## src/rtl/strload_pkg.sv

```systemverilog
package strload_pkg;

   typedef enum logic [2:0] {
      ST_IDLE,
      ST_WORD,
      ST_REQ,
      ST_WAIT,
      ST_WRITE,
      ST_FIN,
      ST_EXC
   } sl_state_e;

endpackage

```

## src/rtl/strload_count.sv

```systemverilog
module strload_count #(
   parameter int CNT_W    = 5,
   parameter int WB       = 4,
   localparam int NB_W    = CNT_W + 1
) (
   input  logic [CNT_W-1:0] cnt_field,
   output logic [NB_W-1:0]  nbytes,
   output logic [NB_W-1:0]  nwords
);
   localparam int POS_W = $clog2(WB);
   localparam int SUM_W = NB_W + POS_W + 1;

   if (CNT_W < 1) begin : g_bad_cnt
      $error("strload_count: CNT_W must be at least 1");
   end
   if ((1 << POS_W) != WB) begin : g_bad_wb
      $error("strload_count: WB must be a power of two");
   end

   logic [SUM_W-1:0] sum;

   always_comb begin
      if (cnt_field == '0) nbytes = {1'b1, {CNT_W{1'b0}}};
      else                 nbytes = {1'b0, cnt_field};
      sum    = SUM_W'(nbytes) + SUM_W'(WB - 1);
      nwords = NB_W'(sum >> POS_W);
   end

endmodule

```

## src/rtl/strload_pack.sv

```systemverilog
module strload_pack #(
   parameter int WORD_W = 32,
   localparam int WB    = WORD_W / 8,
   localparam int POS_W = $clog2(WB)
) (
   input  logic              clk,
   input  logic              rst_n,
   input  logic              clr,
   input  logic              load,
   input  logic [POS_W-1:0]  pos,
   input  logic [7:0]        byte_in,
   output logic [WORD_W-1:0] word
);
   if ((WORD_W % 8) != 0 || WB < 2) begin : g_bad_word
      $error("strload_pack: WORD_W must be a multiple of 8, at least 16");
   end

   for (genvar j = 0; j < WB; j++) begin : g_lane
      localparam logic [POS_W-1:0] LANE_POS = POS_W'(WB - 1 - j);
      logic [7:0] lane_q;

      always_ff @(posedge clk or negedge rst_n) begin
         if (!rst_n)                          lane_q <= '0;
         else if (clr)                        lane_q <= '0;
         else if (load && pos == LANE_POS)    lane_q <= byte_in;
      end

      assign word[8*j +: 8] = lane_q;
   end

endmodule

```

## src/rtl/strload_ctrl.sv

```systemverilog
module strload_ctrl
   import strload_pkg::*;
#(
   parameter int REG_IDX_W = 5,
   parameter int CNT_W     = 5,
   parameter int ADDR_W    = 32,
   parameter int WORD_W    = 32,
   localparam int NB_W     = CNT_W + 1,
   localparam int WB       = WORD_W / 8,
   localparam int POS_W    = $clog2(WB)
) (
   input  logic                 clk,
   input  logic                 rst_n,
   input  logic                 start,
   input  logic [REG_IDX_W-1:0] dst_idx,
   input  logic [REG_IDX_W-1:0] base_idx,
   input  logic [ADDR_W-1:0]    base_addr,
   input  logic                 little_endian,
   input  logic [NB_W-1:0]      nbytes_in,
   input  logic [NB_W-1:0]      nwords_in,
   output logic                 mem_req,
   output logic [ADDR_W-1:0]    mem_addr,
   input  logic                 mem_rvalid,
   output logic                 pk_clr,
   output logic                 pk_load,
   output logic [POS_W-1:0]     pk_pos,
   output logic                 rf_we,
   output logic [REG_IDX_W-1:0] rf_idx,
   output logic                 done,
   output logic                 align_exc
);
   sl_state_e             state_q;
   logic [REG_IDX_W-1:0]  idx_q;
   logic [REG_IDX_W-1:0]  base_q;
   logic [ADDR_W-1:0]     addr_q;
   logic [NB_W-1:0]       rem_q;
   logic [NB_W-1:0]       words_q;
   logic [NB_W-1:0]       wr_cnt_q;
   logic [POS_W-1:0]      pos_q;

   logic guard_hit;
   logic last_byte;

   assign guard_hit = (base_q != '0) && (idx_q == base_q);
   assign last_byte = (pos_q == POS_W'(WB - 1)) || (rem_q == NB_W'(1));

   always_ff @(posedge clk or negedge rst_n) begin
      if (!rst_n) begin
         state_q  <= ST_IDLE;
         idx_q    <= '0;
         base_q   <= '0;
         addr_q   <= '0;
         rem_q    <= '0;
         words_q  <= '0;
         wr_cnt_q <= '0;
         pos_q    <= '0;
      end else begin
         unique case (state_q)
            ST_IDLE: begin
               if (start) begin
                  idx_q    <= dst_idx;
                  base_q   <= base_idx;
                  addr_q   <= (base_idx == '0) ? '0 : base_addr;
                  rem_q    <= nbytes_in;
                  words_q  <= nwords_in;
                  wr_cnt_q <= '0;
                  state_q  <= little_endian ? ST_EXC : ST_WORD;
               end
            end
            ST_WORD: begin
               pos_q <= '0;
               if (rem_q == '0 || guard_hit) state_q <= ST_FIN;
               else                          state_q <= ST_REQ;
            end
            ST_REQ: state_q <= ST_WAIT;
            ST_WAIT: begin
               if (mem_rvalid) begin
                  addr_q  <= addr_q + ADDR_W'(1);
                  rem_q   <= rem_q - NB_W'(1);
                  pos_q   <= pos_q + POS_W'(1);
                  state_q <= last_byte ? ST_WRITE : ST_REQ;
               end
            end
            ST_WRITE: begin
               idx_q    <= idx_q + REG_IDX_W'(1);
               wr_cnt_q <= wr_cnt_q + NB_W'(1);
               state_q  <= ST_WORD;
            end
            ST_FIN:  state_q <= ST_IDLE;
            ST_EXC:  state_q <= ST_IDLE;
            default: state_q <= ST_IDLE;
         endcase
      end
   end

   always_comb begin
      mem_req   = (state_q == ST_REQ);
      mem_addr  = addr_q;
      pk_clr    = (state_q == ST_WORD);
      pk_load   = (state_q == ST_WAIT) && mem_rvalid;
      pk_pos    = pos_q;
      rf_we     = (state_q == ST_WRITE);
      rf_idx    = idx_q;
      done      = (state_q == ST_FIN);
      align_exc = (state_q == ST_EXC);
   end

   // outstanding-request tracker used only by the checks below
   logic out_q;
   always_ff @(posedge clk or negedge rst_n) begin
      if (!rst_n)          out_q <= 1'b0;
      else if (mem_req)    out_q <= 1'b1;
      else if (mem_rvalid) out_q <= 1'b0;
   end

   assert_single_req_R10: assert property (@(posedge clk) disable iff (!rst_n)
      mem_req |-> !out_q);

   assert_skip_base_R6: assert property (@(posedge clk) disable iff (!rst_n)
      rf_we |-> !((base_q != '0) && (rf_idx == base_q)));

   assert_write_limit_R4: assert property (@(posedge clk) disable iff (!rst_n)
      rf_we |-> (wr_cnt_q < words_q));

   assert_end_pulse_R11: assert property (@(posedge clk) disable iff (!rst_n)
      (done || align_exc) |=> !(done || align_exc));

   assert_end_excl_R11: assert property (@(posedge clk) disable iff (!rst_n)
      !(done && align_exc));

   assert_exc_clean_R7: assert property (@(posedge clk) disable iff (!rst_n)
      align_exc |-> (wr_cnt_q == '0));

endmodule

```

## src/rtl/strload_seq.sv

```systemverilog
module strload_seq #(
   parameter int REG_IDX_W = 5,
   parameter int CNT_W     = 5,
   parameter int ADDR_W    = 32,
   parameter int WORD_W    = 32,
   parameter int XLEN      = 64
) (
   input  logic                 clk,
   input  logic                 rst_n,
   input  logic                 start,
   input  logic [REG_IDX_W-1:0] dst_idx,
   input  logic [REG_IDX_W-1:0] base_idx,
   input  logic [CNT_W-1:0]     cnt_field,
   input  logic [ADDR_W-1:0]    base_addr,
   input  logic                 little_endian,
   output logic                 mem_req,
   output logic [ADDR_W-1:0]    mem_addr,
   input  logic                 mem_rvalid,
   input  logic [7:0]           mem_rdata,
   output logic                 rf_we,
   output logic [REG_IDX_W-1:0] rf_idx,
   output logic [XLEN-1:0]      rf_wdata,
   output logic                 done,
   output logic                 align_exc
);
   localparam int NB_W  = CNT_W + 1;
   localparam int WB    = WORD_W / 8;
   localparam int POS_W = $clog2(WB);

   if (XLEN < WORD_W) begin : g_bad_xlen
      $error("strload_seq: XLEN must not be below WORD_W");
   end

   logic [NB_W-1:0]   nbytes;
   logic [NB_W-1:0]   nwords;
   logic              pk_clr;
   logic              pk_load;
   logic [POS_W-1:0]  pk_pos;
   logic [WORD_W-1:0] word;

   strload_count #(.CNT_W(CNT_W), .WB(WB)) u_count (
      .cnt_field (cnt_field),
      .nbytes    (nbytes),
      .nwords    (nwords)
   );

   strload_pack #(.WORD_W(WORD_W)) u_pack (
      .clk     (clk),
      .rst_n   (rst_n),
      .clr     (pk_clr),
      .load    (pk_load),
      .pos     (pk_pos),
      .byte_in (mem_rdata),
      .word    (word)
   );

   strload_ctrl #(
      .REG_IDX_W (REG_IDX_W),
      .CNT_W     (CNT_W),
      .ADDR_W    (ADDR_W),
      .WORD_W    (WORD_W)
   ) u_ctrl (
      .clk           (clk),
      .rst_n         (rst_n),
      .start         (start),
      .dst_idx       (dst_idx),
      .base_idx      (base_idx),
      .base_addr     (base_addr),
      .little_endian (little_endian),
      .nbytes_in     (nbytes),
      .nwords_in     (nwords),
      .mem_req       (mem_req),
      .mem_addr      (mem_addr),
      .mem_rvalid    (mem_rvalid),
      .pk_clr        (pk_clr),
      .pk_load       (pk_load),
      .pk_pos        (pk_pos),
      .rf_we         (rf_we),
      .rf_idx        (rf_idx),
      .done          (done),
      .align_exc     (align_exc)
   );

   if (XLEN > WORD_W) begin : g_zext
      assign rf_wdata = {{(XLEN - WORD_W){1'b0}}, word};
   end else begin : g_same
      assign rf_wdata = word;
   end

endmodule

```

## config.mk

```make
export PLATFORM = sky130hd
export DESIGN_NAME = strload_seq
export DESIGN_NICKNAME = d
export VERILOG_FILES = /design/src/rtl/strload_pkg.sv /design/src/rtl/strload_count.sv /design/src/rtl/strload_pack.sv /design/src/rtl/strload_ctrl.sv /design/src/rtl/strload_seq.sv
export SDC_FILE = /design/constraint.sdc
export NUM_CORES = 1
export LEC_CHECK = 0
export BUFFER_PORTS_ARGS = -buffer_cell sky130_fd_sc_hd__buf_2
export CORE_MARGIN = 2
export CORE_UTILIZATION = 35
export CTS_CLUSTER_DIAMETER = 80
export DETAILED_ROUTE_END_ITERATION = 10
export GPL_ROUTABILITY_DRIVEN = 0
export PLACE_DENSITY = 0.64
export SLEW_MARGIN = 20
export SYNTH_ARGS = -nofsm -noshare
export SYNTH_HDL_FRONTEND = slang
export SYNTH_HIERARCHICAL = 1
export SYNTH_SLANG_ARGS = --single-unit
```

## constraint.sdc

```tcl
create_clock -name clk -period 3.3 [get_ports clk]
set_clock_uncertainty 0.2 [all_clocks]
set_input_delay 0 -clock clk [delete_from_list [all_inputs] [get_ports clk]]
set_output_delay 0 -clock clk [all_outputs]
set_load 0.1 [all_outputs]
```

* Word-level counts from Yosys, hierarchy flattened
Cells that the tools add are included.
Storage, ports and cells: register bits after elaboration 85, input port bits 60, output and inout bits 105, logic and storage cells 79
Cells by class: add/sub/neg operators 4, equal/unequal tests 13, multiplexer cells 26, reduce and logical (&&, ||, !) cells 26
Operators with widths (count):
- two-way mux 32 bit | 3
- two-way mux 8 bit | 8
- one-hot mux 32 bit (2 select lines) | 1
- adder 32 x 1 -> 32 bit (second input constant) | 1
- two-way mux 6 bit | 3
- two-way mux 3 bit | 5
- one-hot mux 3 bit (5 select lines) | 1
- nonzero test 2 bit | 7
- one-hot mux 6 bit (2 select lines) | 1
- zero test 5 bit | 2
- one-hot mux 5 bit (2 select lines) | 1
- == test 3 bit (second input constant) | 3
- AND reduction 2 bit | 4
- == test 3 x 2 -> 1 bit (second input constant) | 2
- == test 6 x 1 -> 1 bit (second input constant) | 1
- logical AND 1 bit | 6
- zero test 6 bit | 1
- subtractor 6 x 1 -> 6 bit (second input constant) | 1
- adder 5 x 1 -> 5 bit (second input constant) | 1
- == test 5 bit | 1
- two-way mux 5 bit | 1
- nonzero test 5 bit | 1
- == test 2 bit (second input constant) | 2
- inequality test 2 bit (second input constant) | 2
- 9 further kinds | 10

* Longest topological paths before layout
Gate-level depths: netlist (run 1).
depth in word-level cells 5, gate-level depth with buffers 7, depth with buffers taken out 6

* By module
The synthesis (run 1) kept the hierarchy.
By module, submodules not included:
- strload_ctrl | instances 1, cells each 403, area each 3280.6 sq um, sequential area each 1326.3 sq um
- strload_pack | instances 1, cells each 116, area each 1445.1 sq um, sequential area each 800.8 sq um
- strload_seq | instances 1, cells each 33, area each 244.0 sq um, sequential area each 0.0 sq um
- strload_count | instances 1, cells each 18, area each 111.4 sq um, sequential area each 0.0 sq um

* Least setup slack after synthesis (run 1)
Ideal clock, no wire load.
path kind register to output, start point register u_ctrl.state_q[1], end point output mem_req, arrival time 2.904 ns, data required time 3.100 ns, setup slack 0.196 ns, cell stages (with the launch flop) 3, buffers on the path 1, path through dfrtp_1 clkbuf_1 nor3b_1
On the way: longest elaborated chain between the ends 1
Ends and longest elaborated chain:
- start: declaration | RTL line strload_ctrl.sv:32 | sl_state_e state_q;
- start signal: assignment | RTL line strload_ctrl.sv:67 | state_q <= little_endian ? ST_EXC : ST_WORD;
- start signal: assignment | RTL line strload_ctrl.sv:81 | state_q <= last_byte ? ST_WRITE : ST_REQ;
- == test 3 x 2 -> 1 bit | RTL line strload_ctrl.sv:97 | mem_req = (state_q == ST_REQ);
- end: declaration | RTL line strload_seq.sv:16 | output logic mem_req,
No other way between the ends.

* Worst setup path after layout (run 1)
start point register u_ctrl.state_q[0], end point register u_ctrl.addr_q[0], in the netlist u_ctrl/mem_addr[0]
On the way: longest elaborated chain between the ends 3, elaborated cells on any way between the ends 7, classes of those cells 3 x eq/ne; 1 x mux; 3 x reduce/logical
Ends and longest elaborated chain:
- == test 3 x 2 -> 1 bit / zero test 3 bit (equally long branches) | RTL line strload_ctrl.sv:58 | unique case (state_q)
- inequality test 2 bit (no line) / nonzero test 2 bit (equally long branches)
- AND reduction 3 bit (no line)
- end signal: assignment | RTL line strload_ctrl.sv:63 | addr_q <= (base_idx == '0) ? '0 : base_addr;
- end signal: assignment | RTL line strload_ctrl.sv:78 | addr_q <= addr_q + ADDR_W'(1);
- end: declaration | RTL line strload_ctrl.sv:35 | logic [ADDR_W-1:0] addr_q;
Several ways; a longest one is shown, not always the timed one. A chain may end at the register's enable or synchronous reset.

==> impl_metrics.json, run 1 <==
{
  "grt_pass1_wl_mm": 23.5,
  "cts_max_level": 3,
  "crit_cells": 7,
  "clk_pin_slew_ns": 0.07,
  "ys.warnings.count": 6,
  "crit_fanout": 16,
  "track_usage": 0.197,
  "coreArea_um2": 13900,
  "layout.cells.non_filler": 922,
  "routed_wl_mm": 14.7,
  "grt_start_max_net_pins": 68,
  "netlist_instances": 559,
  "grt_antenna_before_repair": 0,
  "crit_buf_inv": 3,
  "setup_viol": 0,
  "num_antenna_cells": 0,
  "design.die.area_um2": 15300,
  "status": "finished, final reports clean",
  "port_buffers": 132,
  "routedWlPerCell_um": 15.9,
  "drv_cap": 0,
  "critPathSlowestCell": "or4b_2",
  "cts_tree": "yes",
  "r2r_cells": 7,
  "dr.pass1.iters": 5,
  "fillers": 1371,
  "utilization": 0.480,
  "vias_per_cell": 5.26,
  "root_buffer": "clkbuf_16",
  "worst_setup_path_start_kind": "flop",
  "cts_buffer_depth": 2,
  "cp.required_ns": 3.38,
  "path_cells": "or4b_2 > nand2_2 > buf_4 > buf_4 > nand4_1 > dlygate4sd3_1 > nand3_1",
  "dp_cells": 844,
  "ios": 165,
  "drc_errors": 0,
  "initial_core_util": 0.359,
  "grt_pass1_vias": 4708,
  "slew_headroom": 0.407,
  "die_x_um": 124,
  "vias": 4849,
  "rsz0062_at_grt": "false",
  "dpl.hpwl_mm": 10.3,
  "clkSinkCount": 85,
  "slowest_delay_ns": 0.90,
  "cts_made_buffers": 9,
  "fmax_ghz": 0.317,
  "min_path_type": "in2async",
  "drive_above_1_share": 0.233,
  "syn_area_um2": 5000,
  "endpoint_kind": "flop",
  "dr.first_iter.drc_count": 356,
  "fin_setup_tns_ns": 0,
  "worst_slack_ns": 0.143,
  "crit_top_cell": "buf_4",
  "crit_type": "reg2reg",
  "max_slew.worst_pin.slew_ns": 0.890,
  "drtAntennaViolNets": 0,
  "rows": 43,
  "grt_overflow": 0,
  "arrival_ns": 3.24,
  "fin_crit_sh": 0.957,
  "area_growth_syn_to_layout_pct": 33.6,
  "slew_viol_final": 0,
  "syn-mean-instance-area_um2": 8.95,
  "die_h_um": 124,
  "crit_family": "simple AND/OR/NAND/NOR gates",
  "layout.nets": 803,
  "fin_crit_ns": 3.16,
  "insertion_delay_ns": 0.34,
  "dp_worst_setup_slack_ns": 0.570,
  "final_hold_viol_count": 0
}
worst register-to-register path, cell delays in order (launching register included):
cell and delay [ns]:
dfrtp_1 0.54, or4b_2 0.91, nand2_2 0.27, buf_4 0.24, buf_4 0.19, nand4_1 0.10, dlygate4sd3_1 0.58, nand3_1 0.08
layout by cell type (no fill, tap or decap), drive strengths merged, types with 5 or more instances in the layout:
master         n
nor2          28
o21ai         27
o211ai         6
nor4           7
inv           15
and3          10
nand2b        42
a22oi          8
clkbuf         9
nor3           8
nand2         51
nand3         38
dfrtp         85
a21oi         41
conb          32
mux2i         32
a31oi          5
buf          146
nand3b         5
ha             6
dlygate4sd3   62
nand4          9
a2bb2oi        5
routing by layer:
| layer | part of all wire | vias up | GRT usage |
|---|---|---|---|
| met5 | 0 | - | 0 |
| met4 | 0.011 | 0 | 0.0490 |
| met3 | 0.073 | 15 | 0.0378 |
| met2 | 0.47 | 214 | 0.324 |
| met1 | 0.44 | 2322 | 0.266 |
| li1 | - | 2298 | - |
registers in the layout, summed over array words and instances, names as in the netlist:
name	count
u_ctrl/base_q	5
u_ctrl/state_q	3
u_ctrl/rem_q	6
u_ctrl/rf_idx	5
u_ctrl/mem_addr	32
u_ctrl/pk_pos	2
u_pack/g_lane.lane_q	32
worst paths after layout:
path,startpoint,slack (ns),end
max,u_ctrl/state_q[0],0.14,u_ctrl/mem_addr[0]
min,rst_n,0.10,u_ctrl/rf_idx[0]
max reg2reg,u_ctrl/state_q[0],0.14,u_ctrl/mem_addr[0]
min reg2reg,u_ctrl/base_q[3],0.30,u_ctrl/base_q[3]
max in group asynchronous,rst_n,1.96,u_ctrl/rem_q[2]
min in group clk,base_idx[0],0.21,u_ctrl/base_q[0]
per-stage QoR:
stage	hold WS (ns)	instance area, um2
2_1_floorplan	-0.496	5120
3_3_place_gp	-0.0232	5710
3_5_place_dp	-0.0174	5710
4_1_cts	0.157	6680
5_1_grt	0.210	6690
6_report	0.103	6690
timing repair:
action,in CTS,in global routing
setup endpoints to repair,0,1
endpoints found under the hold margin,149,0
setup buffers,0,0
gates resized for setup,0,1
hold buffers,62,0
cell type report:
type,instances,area (um2),share of cell area
inverters,11,41.3,0.00618
repair buffers,208,1390,0.208
well taps,180,225,0.0337
clock buffers,9,225,0.0337
flip-flops and latches,85,2130,0.318
clock inverters,7,125,0.0187
multi-input cells,422,2550,0.382
Power of run 1 is not shown: default switching activity piles up to over one toggle a cycle in this logic, so the estimate is an artifact.
==> run 2, diff against run 1 <==
--- a/config.mk
+++ b/config.mk
@@ -7,12 +7,12 @@
 export LEC_CHECK = 0
 export BUFFER_PORTS_ARGS = -buffer_cell sky130_fd_sc_hd__buf_2
 export CORE_MARGIN = 2
-export CORE_UTILIZATION = 35
+export CORE_UTILIZATION = 42
 export CTS_CLUSTER_DIAMETER = 80
 export DETAILED_ROUTE_END_ITERATION = 10
 export GPL_ROUTABILITY_DRIVEN = 0
-export PLACE_DENSITY = 0.64
-export SLEW_MARGIN = 20
+export PLACE_DENSITY = 0.73
+export SLEW_MARGIN = 15
 export SYNTH_ARGS = -nofsm -noshare
 export SYNTH_HDL_FRONTEND = slang
 export SYNTH_HIERARCHICAL = 1
==> run 2 against run 1 <==
  * The run now ends with design-rule violations left
  * Sequential share of layout area rose by 0.47 points
  * Clock-buffer cell count rose by 1
  * Maximum frequency rose by 14%
  * Worst hold slack got worse by 0.016 ns
  * Sequential cell count did not move
  * Via count barely moved
  * First-iteration DRC count rose by 9.6%
  * Design area fell by 1.5%
  * Wire length fell by 1.2%
  * Die area fell by 16%
  * Global-route usage rose by 2.9 points
  * Highest routed layer unchanged
==> impl_metrics.json, run 2 (synthesis gave the netlist of run 1 again) <==
{
  "cts_made_buffers": 9,
  "port_buffers": 132,
  "dr.pass1.iters": 9,
  "r2r-start": "u_ctrl/state_q[0]",
  "dp_worst_setup_slack_ns": 0.566,
  "cp.required_ns": 3.30,
  "r2r_cells": 5,
  "setup_viol": 0,
  "dr.first_iter.drc_count": 390,
  "design.die.area_um2": 12800,
  "regToRegSetupSlack_ns": 0.54,
  "worst_setup_path_start_kind": "flop",
  "grt_antenna_before_repair": 0,
  "track_usage": 0.226,
  "arrival_ns": 2.77,
  "clkSinkCount": 85,
  "routedWlPerCell_um": 16.5,
  "fin_crit_sh": 0.837,
  "insertion_delay_ns": 0.34,
  "crit_fanout": 16,
  "drive_above_1_share": 0.230,
  "max_slew.worst_pin.slew_ns": 0.801,
  "crit_cells": 5,
  "grt_pass1_wl_mm": 23.4,
  "postCtsSetupRepairBufs": 0,
  "grt_overflow": 0,
  "drc_errors": 14,
  "area_growth_syn_to_layout_pct": 31.7,
  "min_path_type": "in2async",
  "drtAntennaViolNets": 0,
  "clk_pin_slew_ns": 0.07,
  "die_x_um": 113,
  "fin_crit_ns": 2.76,
  "rsz0062_at_grt": "false",
  "final_common_cell": "buf_2",
  "slowest_delay_ns": 0.89,
  "slew_headroom": 0.465,
  "root_buffer": "clkbuf_16",
  "grt_pass1_vias": 4724,
  "crit_family": "simple AND/OR/NAND/NOR gates",
  "endpoint_kind": "flop",
  "num_antenna_cells": 0,
  "vias": 4851,
  "ios": 165,
  "violations": "design-rule violations",
  "fin_setup_tns_ns": 0,
  "timing.hold.ws_ns": 0.0875,
  "cts_buffer_depth": 2,
  "ctsResizeCount": 0,
  "cts_max_level": 3,
  "vias_per_cell": 5.51,
  "drv_cap": 0,
  "crit_buf_inv": 0,
  "crit_type": "reg2reg",
  "rows": 39,
  "final_hold_viol_count": 0,
  "layout.cells.non_filler": 881,
  "fmax_ghz": 0.362,
  "dpl.hpwl_mm": 9.72,
  "worstReg2RegEnd": "u_ctrl/mem_addr[26]",
  "grt_start_max_net_pins": 86,
  "critPathSlowestCell": "or4b_2",
  "slew_viol_final": 0,
  "layout_common_cells": "buf_2 (131), dfrtp_1 (85), dlygate4sd3_1 (60)",
  "coreArea_um2": 11500,
  "status": "finished, violations left",
  "initial_core_util": 0.434,
  "worst_slack_ns": 0.536,
  "layout.nets": 799,
  "cts_tree": "yes",
  "dp_cells": 805,
  "path_cells": "or4b_2 > nand2_1 > o21ai_0 > a22oi_1 > o211ai_1",
  "die_h_um": 113,
  "routed_wl_mm": 14.5
}
-- run 2: cell count changes in the layout (fill, tap and decap cells not counted) --
cell           delta
nand2_2           -1
dlygate4sd3_1     -2
clkinvlp_4        +1
inv_6             -3
buf_4             -3
clkbuf_8          +1
clkinv_4          +2
bufinv_16         -1
buf_6             +1
nand2_1           +1
-- run 2: worst max path at each step --
stage,from,slack [ns],to
2_1_floorplan,u_ctrl/state_q[1],0.20,mem_req
4_1_cts,u_ctrl/state_q[0],0.56,u_ctrl/mem_addr[26]
5_1_grt,u_ctrl/state_q[0],0.44,u_ctrl/mem_addr[7]
6_report,u_ctrl/state_q[0],0.54,u_ctrl/mem_addr[26]
3_5_place_dp,u_ctrl/state_q[0],0.57,u_ctrl/mem_addr[26]
3_3_place_gp,u_ctrl/state_q[0],0.67,u_ctrl/mem_addr[26]
-- run 2: cell type report --
class,instances,area [um2]
clock buffer,10,239
clock inverter,6,93.8
fill,1018,4930
inverter,11,41.3
multi-input combinational,422,2550
sequential,85,2130
tap,143,179
timing repair buffer,204,1360
-- run 2: worst reg2reg max path, stage by stage, from the launching register on --
cell,delay [ns]
dfrtp_1,0.53
or4b_2,0.89
nand2_1,0.51
o21ai_0,0.21
a22oi_1,0.19
o211ai_1,0.11
-- run 2: per-layer routing --
| layer | global-route usage | up-vias | routed length (um) |
|---|---|---|---|
| li1 | - | 2291 | - |
| met2 | 0.385 | 249 | 7140 |
| met1 | 0.295 | 2303 | 6140 |
| met5 | 0 | - | 0 |
| met4 | 0.0585 | 0 | 93 |
| met3 | 0.0445 | 8 | 1140 |
-- run 2: per-stage QoR --
step / util / area (um2)
after detailed placement: 0.491 / 5650
after global routing: 0.572 / 6590
after global placement: 0.491 / 5650
final: 0.572 / 6590
after CTS: 0.572 / 6590
after floorplan: - / 5120
-- run 2: repair_timing --
action | in CTS | in global routing
setup endpoints to repair | 0 | 0
hold endpoints to repair | 169 | 0
hold buffers | 60 | 0
Power of run 2 is left out for the same reason.
==> run 3, diff against run 2 <==
--- a/config.mk
+++ b/config.mk
@@ -5,13 +5,14 @@
 export SDC_FILE = /design/constraint.sdc
 export NUM_CORES = 1
 export LEC_CHECK = 0
+export ABC_AREA = 1
 export BUFFER_PORTS_ARGS = -buffer_cell sky130_fd_sc_hd__buf_2
 export CORE_MARGIN = 2
 export CORE_UTILIZATION = 42
 export CTS_CLUSTER_DIAMETER = 80
 export DETAILED_ROUTE_END_ITERATION = 10
 export GPL_ROUTABILITY_DRIVEN = 0
-export PLACE_DENSITY = 0.73
+export PLACE_DENSITY = 0.74
 export SLEW_MARGIN = 15
 export SYNTH_ARGS = -nofsm -noshare
 export SYNTH_HDL_FRONTEND = slang
==> constraint.sdc (replaced) <==
create_clock -name clk -period 2.4 [get_ports clk]
set_clock_uncertainty 0.2 [all_clocks]
set_input_delay 0 -clock clk [delete_from_list [all_inputs] [get_ports clk]]
set_output_delay 0 -clock clk [all_outputs]
set_load 0.1 [all_outputs]
==> run 3 against run 2 <==
  * The run now ends clean
  * Highest routed layer unchanged
  * Utilization shrank 1.7 points
  * Wire length grew 12%
  * Die area grew 13%
  * Maximum frequency grew 22%
  * Critical path depth grew 4
  * Non-clock buffer count grew 6
  * Synthesized cell count grew 48%
  * Sequential cell count is the same
  * Via count grew 22%
  * Global-route usage grew 0.66 points
==> impl_metrics.json, run 3 <==
{
  "status": "finished, final reports clean",
  "grt_antenna_before_repair": 0,
  "crit_fanout": 15,
  "postCtsSetupRepairBufs": 0,
  "cts_max_level": 3,
  "fillers": 1243,
  "max_slew.worst_pin.slew_ns": 0.724,
  "slew_viol_final": 0,
  "syn_area_um2": 5670,
  "crit_type": "reg2reg",
  "root_buffer": "clkbuf_16",
  "syn-mean-instance-area_um2": 6.83,
  "worst_setup_path_start_kind": "flop",
  "cp.required_ns": 2.44,
  "arrival_ns": 2.31,
  "grt_overflow": 0,
  "die_x_um": 120,
  "fin_crit_ns": 2.27,
  "ys.warnings.count": 6,
  "endpoint_kind": "flop",
  "clkSinkCount": 85,
  "startpoint": "u_ctrl/pk_pos[0]",
  "regToRegSetupSlack_ns": 0.13,
  "setup_viol": 0,
  "timing.hold.ws_ns": 0.217,
  "grt_start_max_net_pins": 60,
  "num_antenna_cells": 0,
  "min_path_type": "in2reg",
  "grt_pass1_wl_mm": 26.5,
  "final_common_cell": "nand2_1",
  "cts_tree": "yes",
  "area_growth_syn_to_layout_pct": 29.3,
  "drv_cap": 0,
  "clk_pin_slew_ns": 0.07,
  "track_usage": 0.232,
  "hold_start": "dst_idx[1]",
  "fmax_ghz": 0.441,
  "routed_wl_mm": 16.2,
  "dr.first_iter.drc_count": 402,
  "vias_per_cell": 4.93,
  "fin_crit_sh": 0.945,
  "fin_setup_tns_ns": 0,
  "seqCellArea_um2": 2130,
  "drive_above_1_share": 0.203,
  "dp_worst_setup_slack_ns": 0.421,
  "drtAntennaViolNets": 0,
  "netlist_instances": 829,
  "multi_input_comb_area_um2": 2980,
  "vias": 5901,
  "cts_made_buffers": 9,
  "r2r-start": "u_ctrl/pk_pos[0]",
  "worst_slack_ns": 0.131,
  "initial_core_util": 0.430,
  "slew_headroom": 0.516,
  "coreArea_um2": 13200,
  "insertion_delay_ns": 0.35,
  "drc_errors": 0,
  "final_hold_viol_count": 0,
  "dpl.hpwl_mm": 11.1,
  "cts_buffer_depth": 2,
  "dr.pass1.iters": 5,
  "die_h_um": 120,
  "port_buffers": 132,
  "rows": 42,
  "routedWlPerCell_um": 13.6,
  "ios": 165,
  "layout_common_cells": "nand2_1 (282), buf_2 (131), nor2_1 (97)",
  "layout.nets": 1083,
  "grt_pass1_vias": 5410,
  "design.die.area_um2": 14400
}
run 3: path summary, 6_finish.rpt:
kind                                              end  depth (start not counted)
max in group asynchronous  u_pack/g_lane[2].lane_q[1]                          4
min reg2reg                u_pack/g_lane[1].lane_q[4]                          2
max reg2reg                         u_ctrl/state_q[1]                          9
max                                 u_ctrl/state_q[1]                          9
min in group asynchronous  u_pack/g_lane[2].lane_q[6]                          4
min                                  u_ctrl/rf_idx[1]                          4
run 3: area by class of cell:
type / count / share of cell area
inverter: 69 / 0.0357
clock buffer: 11 / 0.0331
clock inverter: 5 / 0.00581
timing repair buffer: 210 / 0.198
multi-input combinational: 642 / 0.406
sequential: 85 / 0.291
tap: 176 / 0.0301
run 3: per-layer routing:
metal / track usage / part of all wire / up-vias
met5: 0 / 0 / -
met4: 0.101 / 0.024 / 0
met3: 0.0342 / 0.053 / 27
met2: 0.376 / 0.47 / 196
met1: 0.308 / 0.45 / 2723
li1: - / - / 2955
run 3: repair_timing:
item                       in CTS  in global routing
hold buffers                   67                  0
setup endpoints to repair       0                  1
hold endpoints to repair      169                  0
resized for setup               0                  1
run 3: per-stage QoR:
step                      std cells  area, um2   util
after CTS                      1198       7320  0.555
after global routing           1198       7320  0.555
after detailed placement       1115       6350  0.482
after global placement         1115       6350  0.482
after floorplan                 860       5780      -
final                          1198       7320  0.555
run 3: worst max-delay path: stages (launching register included):
cell and delay (ns):
dfrtp_1 0.75, ha_1 0.26, inv_1 0.06, nand2_1 0.08, o21ai_0 0.07, inv_1 0.06, nand2_1 0.04, nand2_1 0.05
dlygate4sd3_1 0.54, nand2_1 0.05
Power of run 3 is left out for the same reason.
